### src/rtl/ljp_pkg.sv
package ljp_pkg;

    localparam int unsigned SAMPLE_W = 16;
    localparam int unsigned COMP_MAX = 3;
    localparam int unsigned COMP_W   = 2;
    localparam int unsigned PT_W     = 4;

    typedef logic [SAMPLE_W-1:0] sample_t;

    typedef enum logic [1:0] {
        PRED_SEED  = 2'd0,
        PRED_ABOVE = 2'd1,
        PRED_LEFT  = 2'd2
    } pred_sel_e;

    typedef struct packed {
        logic [COMP_W-1:0] comp;
        logic              first_col;
        logic              seed;
        logic              last_comp;
        logic              last;
    } pos_t;

    function automatic sample_t seed_value(input logic [PT_W-1:0] pt);
        return sample_t'(1) << (SAMPLE_W - 1 - int'(pt));
    endfunction

    function automatic sample_t apply_pt(input sample_t v, input logic [PT_W-1:0] pt);
        return v << pt;
    endfunction

endpackage

### src/rtl/ljp_raster_ctr.sv
module ljp_raster_ctr
    import ljp_pkg::*;
#(
    parameter int unsigned DIM_W = 16
) (
    input  logic                 clk,
    input  logic                 rst,
    input  logic                 step,
    input  logic [DIM_W-1:0]     cfg_width,
    input  logic [DIM_W-1:0]     cfg_height,
    input  logic [COMP_W-1:0]    cfg_ncomp,
    input  logic [DIM_W-1:0]     cfg_rst_int,
    output pos_t                 pos
);

    logic [COMP_W-1:0] comp_q;
    logic [DIM_W-1:0]  col_q;
    logic [DIM_W-1:0]  row_q;
    logic [DIM_W-1:0]  rcnt_q;

    logic last_comp, last_col, last_row, last_all, rst_wrap;

    always_comb begin
        last_comp = (comp_q == cfg_ncomp - COMP_W'(1));
        last_col  = (col_q == cfg_width - DIM_W'(1));
        last_row  = (row_q == cfg_height - DIM_W'(1));
        last_all  = last_comp && last_col && last_row;
        rst_wrap  = (cfg_rst_int != '0) && (rcnt_q == cfg_rst_int - DIM_W'(1));

        pos.comp      = comp_q;
        pos.first_col = (col_q == '0);
        pos.seed      = ((row_q == '0) && (col_q == '0)) ||
                        ((cfg_rst_int != '0) && (rcnt_q == '0));
        pos.last_comp = last_comp;
        pos.last      = last_all;
    end

    always_ff @(posedge clk) begin
        if (rst) begin
            comp_q <= '0;
            col_q  <= '0;
            row_q  <= '0;
            rcnt_q <= '0;
        end else if (step) begin
            if (!last_comp) begin
                comp_q <= comp_q + COMP_W'(1);
            end else begin
                comp_q <= '0;
                if (last_col) begin
                    col_q <= '0;
                    row_q <= last_row ? '0 : row_q + DIM_W'(1);
                end else begin
                    col_q <= col_q + DIM_W'(1);
                end
                rcnt_q <= (last_all || rst_wrap) ? '0 : rcnt_q + DIM_W'(1);
            end
        end
    end

    // components step in order inside a pixel
    p_comp_step_r5: assert property (@(posedge clk) disable iff (rst)
        (step && !last_comp) |=> (comp_q == $past(comp_q) + COMP_W'(1)));

    // after the final sample the position returns to the image origin
    p_image_wrap_r8: assert property (@(posedge clk) disable iff (rst)
        (step && last_all) |=> (comp_q == '0 && col_q == '0 && row_q == '0));

endmodule

### src/rtl/ljp_pred_store.sv
module ljp_pred_store
    import ljp_pkg::*;
#(
    parameter int unsigned NCOMP = COMP_MAX
) (
    input  logic              clk,
    input  logic              rst,
    input  logic              wr_en,
    input  logic [COMP_W-1:0] comp,
    input  logic              first_col,
    input  sample_t           value,
    output sample_t           left_val,
    output sample_t           above_val
);

    sample_t left_q  [NCOMP];
    sample_t above_q [NCOMP];

    for (genvar g = 0; g < NCOMP; g++) begin : g_comp
        logic hit;
        assign hit = wr_en && (comp == COMP_W'(g));

        always_ff @(posedge clk) begin
            if (rst) begin
                left_q[g]  <= '0;
                above_q[g] <= '0;
            end else if (hit) begin
                left_q[g] <= value;
                if (first_col) begin
                    above_q[g] <= value;
                end
            end
        end
    end

    always_comb begin
        left_val  = '0;
        above_val = '0;
        for (int i = 0; i < NCOMP; i++) begin
            if (comp == COMP_W'(i)) begin
                left_val  = left_q[i];
                above_val = above_q[i];
            end
        end
    end

endmodule

### src/rtl/ljp_recon_top.sv
module ljp_recon_top
    import ljp_pkg::*;
#(
    parameter int unsigned DIM_W = 16,
    parameter int unsigned NCOMP = COMP_MAX
) (
    input  logic                clk,
    input  logic                rst,
    input  logic [DIM_W-1:0]    cfg_width,
    input  logic [DIM_W-1:0]    cfg_height,
    input  logic [COMP_W-1:0]   cfg_ncomp,
    input  logic [PT_W-1:0]     cfg_pt,
    input  logic [DIM_W-1:0]    cfg_rst_int,
    input  logic                in_valid,
    output logic                in_ready,
    input  logic [SAMPLE_W-1:0] in_diff,
    output logic                out_valid,
    input  logic                out_ready,
    output logic [SAMPLE_W-1:0] out_sample,
    output logic [COMP_W-1:0]   out_comp,
    output logic                out_last
);

    pos_t      pos;
    pred_sel_e sel;
    sample_t   left_val, above_val, pred, recon;
    logic      step;

    assign in_ready = !out_valid || out_ready;
    assign step     = in_valid && in_ready;

    ljp_raster_ctr #(.DIM_W(DIM_W)) u_ctr (
        .clk         (clk),
        .rst         (rst),
        .step        (step),
        .cfg_width   (cfg_width),
        .cfg_height  (cfg_height),
        .cfg_ncomp   (cfg_ncomp),
        .cfg_rst_int (cfg_rst_int),
        .pos         (pos)
    );

    ljp_pred_store #(.NCOMP(NCOMP)) u_store (
        .clk       (clk),
        .rst       (rst),
        .wr_en     (step),
        .comp      (pos.comp),
        .first_col (pos.first_col),
        .value     (recon),
        .left_val  (left_val),
        .above_val (above_val)
    );

    always_comb begin
        if (pos.seed)           sel = PRED_SEED;
        else if (pos.first_col) sel = PRED_ABOVE;
        else                    sel = PRED_LEFT;

        unique case (sel)
            PRED_SEED:  pred = seed_value(cfg_pt);
            PRED_ABOVE: pred = above_val;
            default:    pred = left_val;
        endcase
        recon = pred + in_diff;
    end

    always_ff @(posedge clk) begin
        if (rst) begin
            out_valid  <= 1'b0;
            out_sample <= '0;
            out_comp   <= '0;
            out_last   <= 1'b0;
        end else if (step) begin
            out_valid  <= 1'b1;
            out_sample <= apply_pt(recon, cfg_pt);
            out_comp   <= pos.comp;
            out_last   <= pos.last;
        end else if (out_ready) begin
            out_valid  <= 1'b0;
        end
    end

    // a stalled output holds and no input is taken
    p_stall_hold_r9: assert property (@(posedge clk) disable iff (rst)
        (out_valid && !out_ready) |=> (out_valid && $stable(out_sample) &&
                                       $stable(out_comp) && $stable(out_last)));

    // component index within the configured count
    p_comp_range_r5: assert property (@(posedge clk) disable iff (rst)
        out_valid |-> (out_comp < cfg_ncomp));

    // shifted-out bits are clear
    p_pt_low_zero_r6: assert property (@(posedge clk) disable iff (rst)
        out_valid |-> ((out_sample & ((SAMPLE_W'(1) << cfg_pt) - SAMPLE_W'(1))) == '0));

    // last flag only on the final component of a pixel
    p_last_comp_r8: assert property (@(posedge clk) disable iff (rst)
        (out_valid && out_last) |-> (out_comp == cfg_ncomp - COMP_W'(1)));

    // output empty right after reset
    p_reset_empty_r10: assert property (@(posedge clk)
        rst |=> !out_valid);

endmodule

### config.mk
export PLATFORM = sky130hd
export DESIGN_NAME = ljp_recon_top
export DESIGN_NICKNAME = d
export VERILOG_FILES = /design/src/rtl/ljp_pkg.sv /design/src/rtl/ljp_raster_ctr.sv /design/src/rtl/ljp_pred_store.sv /design/src/rtl/ljp_recon_top.sv
export SDC_FILE = /design/constraint.sdc
export NUM_CORES = 1
export LEC_CHECK = 0
export BUFFER_PORTS_ARGS = -buffer_cell sky130_fd_sc_hd__buf_2
export CORE_ASPECT_RATIO = 0.75
export CORE_MARGIN = 2
export CORE_UTILIZATION = 60
export DETAILED_ROUTE_END_ITERATION = 10
export PLACE_DENSITY_LB_ADDON = 0.05
export SETUP_SLACK_MARGIN = 0.4
export SKIP_CTS_REPAIR_TIMING = 1
export SLEW_MARGIN = 10
export SYNTH_ARGS = -nofsm -noshare
export SYNTH_HDL_FRONTEND = slang
export SYNTH_SLANG_ARGS = --single-unit
### constraint.sdc
create_clock -name clk -period 13.95 [get_ports clk]
set_input_delay 1.395 -clock clk [delete_from_list [all_inputs] [get_ports clk]]
set_output_delay 1.395 -clock clk [all_outputs]
set_load 0.01 [all_outputs]
==> impl_metrics.tcl <==
set metrics [dict create \
    outcome "finished, final reports clean" \
    finalSetupViolations 0 \
    register_area_um2 4280 \
    routed_wl_um 28200 \
    die_x_um 157 \
    grtUsageMet1_pct 47.4 \
    finalCritPeriodShare_pct 46.9 \
    avgRoutedWirePerCell_um 18.2 \
    syn2layout_area_growth_pct 10.7 \
    period_needed_ns 6.54 \
    finalHoldViolCount 0 \
    rows 41 \
    clock_path_buffers 2 \
    synth_fp_nets 1359 \
    nNetsFinal 1404 \
    drt_iter0_markers 1179 \
    critPathMaxStageDelay_ns 0.87 \
    core_area_um2 17000 \
    timing.hold.ws_ns 0.452 \
    clock.fmax_mhz 153 \
    use_met2_pct 43.8 \
    fillers 1472 \
    path_buf_inv 1 \
    power_mw 1.25 \
    dp_hpwl_um 19900 \
    portBuffers 94 \
    crit_arrival_ns 6.85 \
    clk_pin_slew_worst_paths_ns 0.07 \
    ir_worst_vdd_uv 76.5 \
    end_kind "flip-flop" \
    drc 0 \
    synth_area_um2 10600 \
    power-per-cell-area_nw_per_um2 107 \
    design_area_um2 11700 \
    cpMostUsedCell "o21ai_0" \
    p_leak_nw 4.44 \
    synth-edff-count 96 \
    synthCells 1256 \
    crit_slowest_cell "nor2_1" \
    crit_type "in -> reg" \
    cp-start-kind "input port" \
    antenna_found_initial 1 \
    yosysWarnings 0 \
    grt_util_all_layers_pct 31.0 \
    critPathRequiredTime_ns 14.26 \
    cts_tree "built" \
    postSynthAreaPerCell_um2 8.41 \
    drive_above_1_share_pct 12.3 \
    critPathTopFamily "compound AO/OA/AOI/OAI gates" \
    die_y_um 119 \
    maxSlewHeadroom_pct 29.3 \
    io_pins 95 \
    fin_setup_tns_ns 0 \
    clock-root-buffer "clkbuf_16" \
    overflow 0 \
    dieArea_um2 18700 \
    yosysSeqAreaShare_pct 40.5 \
    final_util_pct 68.7 \
    first_pass_iters 6 \
    grt_max_degree 67 \
    slew_viol_final 0 \
    grt_pass1_wl_um 45500 \
    worstMarginPinSlew_ns 1.05 \
    clk-insertion-delay-late_ns 0.43 \
    viasPerCell 6.01 \
    rsz0062_at_grt "no" \
    grt_pass1_vias 8503 \
    synth.distinct_cells 76 \
    htreeDepth 4 \
    worstHoldPathType "reg -> reg" \
    synthArstFlopShare_pct 0 \
    synthFlopType "edfxtp_1" \
    ant_nets 0 \
    met3_usage_pct 7.75 \
    crit_chain "buf_2, or3_1, nor4_2, a31oi_1, nor2_1, a21oi_1, o21ai_0, ha_1, nor2b_1, o31a_1, o21ai_0, a21oi_1, xnor2_1, o221ai_1, o32a_1, o41ai_1, o21ai_0" \
    finClkSkew_ns 0.00934 \
    gp_congestion 0.940 \
    start_util_pct 62.0 \
    cts_sinks 166 \
    cts_made_buffers 17 \
    drv_cap 0 \
    place_area_um2 11100 \
    ys_ff_latch 166 \
    grt-busiest-layer "met1" \
    crit_path_max_fanout 15 \
    route.vias.total 9314 \
    multiInputGateArea_um2 5880 \
]
==> where the power goes <==
group	switching (mW)	internal, mW
clock	0.206	0.283
sequential	0.00914	0.545
combinational	0.137	0.0661
total	0.352	0.894
==> registers in the layout (all words and copies together), names as in the netlist <==
register         cells
u_store.above_q     48
u_ctr.comp_q         2
u_ctr.col_q         16
u_store.left_q      48
u_ctr.rcnt_q        16
out_valid            1
u_ctr.row_q         16
out_comp             2
out_sample          16
out_last             1
==> routing by layer <==
layer | up-vias | routed length [um]
li1 | 4498 | -
met1 | 4324 | 12700
met2 | 457 | 11900
met3 | 35 | 3240
met4 | 0 | 360
met5 | - | 0
==> layout make-up <==
| cell class | count | area share, % |
|---|---|---|
| clock buffers | 17 | 3.64 |
| repair buffers | 99 | 4.34 |
| well taps | 236 | 2.52 |
| multi-input cells | 983 | 50.3 |
| flip-flops and latches | 166 | 36.6 |
| clock inverters | 15 | 1.49 |
| inverters | 34 | 1.09 |
| diodes | 1 | 0.0214 |
==> logic make-up after synthesis <==
| group | count (synthesis) | share of synthesized area [%] |
|---|---|---|
| xor+xnor | 120 | 9.95 |
| simple gates | 566 | 25.1 |
| buf+inv | 107 | 3.87 |
| compound gates | 240 | 13.9 |
| flops | 166 | 40.5 |
| fa+ha+maj | 29 | 3.51 |
| mux | 28 | 3.15 |
==> final timing paths <==
kind | startpoint | end | slack (ns) | cells past startpoint
hold reg to reg | out_comp[1] | out_comp[1] | 0.45 | 2
hold / removal | out_comp[1] | out_comp[1] | 0.45 | 2
setup / recovery | cfg_rst_int[7] | out_sample[13] | 7.41 | 17
setup reg to reg | u_ctr.col_q[0] | out_sample[13] | 8.17 | 18
==> cell usage in the layout, fill, tap and decap left out, types with 17 or more instances in the layout <==
cell / synthesis / final
a21oi_1: 97 / 97
buf_2: 2 / 94
clkbuf_16: 0 / 17
dfxtp_1: 70 / 70
edfxtp_1: 96 / 96
ha_1: 28 / 26
inv_1: 34 / 34
mux2i_1: 22 / 22
nand2_1: 114 / 114
nand3_1: 23 / 23
nor2_1: 263 / 262
nor3_1: 28 / 28
o21ai_0: 56 / 56
xnor2_1: 68 / 68
xor2_1: 52 / 52
==> cell usage after synthesis, types with 4 or more instances <==
library cell | n | area [um^2]
inv_1 | 34 | 128
and2_1 | 5 | 31.3
and3_1 | 9 | 56.3
nor2_1 | 263 | 987
o21ai_0 | 56 | 280
mux4_2 | 4 | 90.1
nor4_2 | 5 | 62.6
a211oi_1 | 6 | 45.0
a22oi_1 | 4 | 30.0
clkbuf_1 | 60 | 225
xnor2_1 | 68 | 596
nor4b_1 | 7 | 61.3
or2_2 | 13 | 81.3
buf_1 | 9 | 33.8
a21oi_1 | 97 | 485
a31oi_1 | 6 | 37.5
nor2b_1 | 15 | 93.8
xor2_1 | 52 | 455
mux2i_1 | 22 | 220
o21a_1 | 6 | 45.0
dfxtp_1 | 70 | 1400
o2111ai_1 | 6 | 52.6
a21o_1 | 9 | 67.6
nand3_1 | 23 | 115
nand2_1 | 114 | 428
o31ai_1 | 6 | 45.0
or3_1 | 16 | 100
nand4_1 | 16 | 100
edfxtp_1 | 96 | 2880
ha_1 | 28 | 350
o211ai_1 | 5 | 37.5
nand3b_1 | 5 | 37.5
nor4_1 | 15 | 93.8
nand2b_1 | 13 | 81.3
nor3_1 | 28 | 140
==> stage by stage <==
stage / setup slack (ns) / cells
floorplan: 8.41 / 1256
global placement: 7.30 / 1518
detailed placement: 7.12 / 1518
CTS: 7.54 / 1550
global route: 7.03 / 1551
finish: 7.41 / 1551
==> worst register-to-register path, delay by kind of cell, from the launching register on <==
kind | cells | cell delay [ns]
adder cells (fa/ha/maj) | 2 | 0.47
AND/OR/NAND/NOR | 5 | 1.87
AO/OA/AOI/OAI | 9 | 2.04
XOR/XNOR | 1 | 0.84
flip-flops | 1 | 0.37
buffers and inverters | 1 | 0.10
Note: power is estimated with default switching activity, not from simulation.
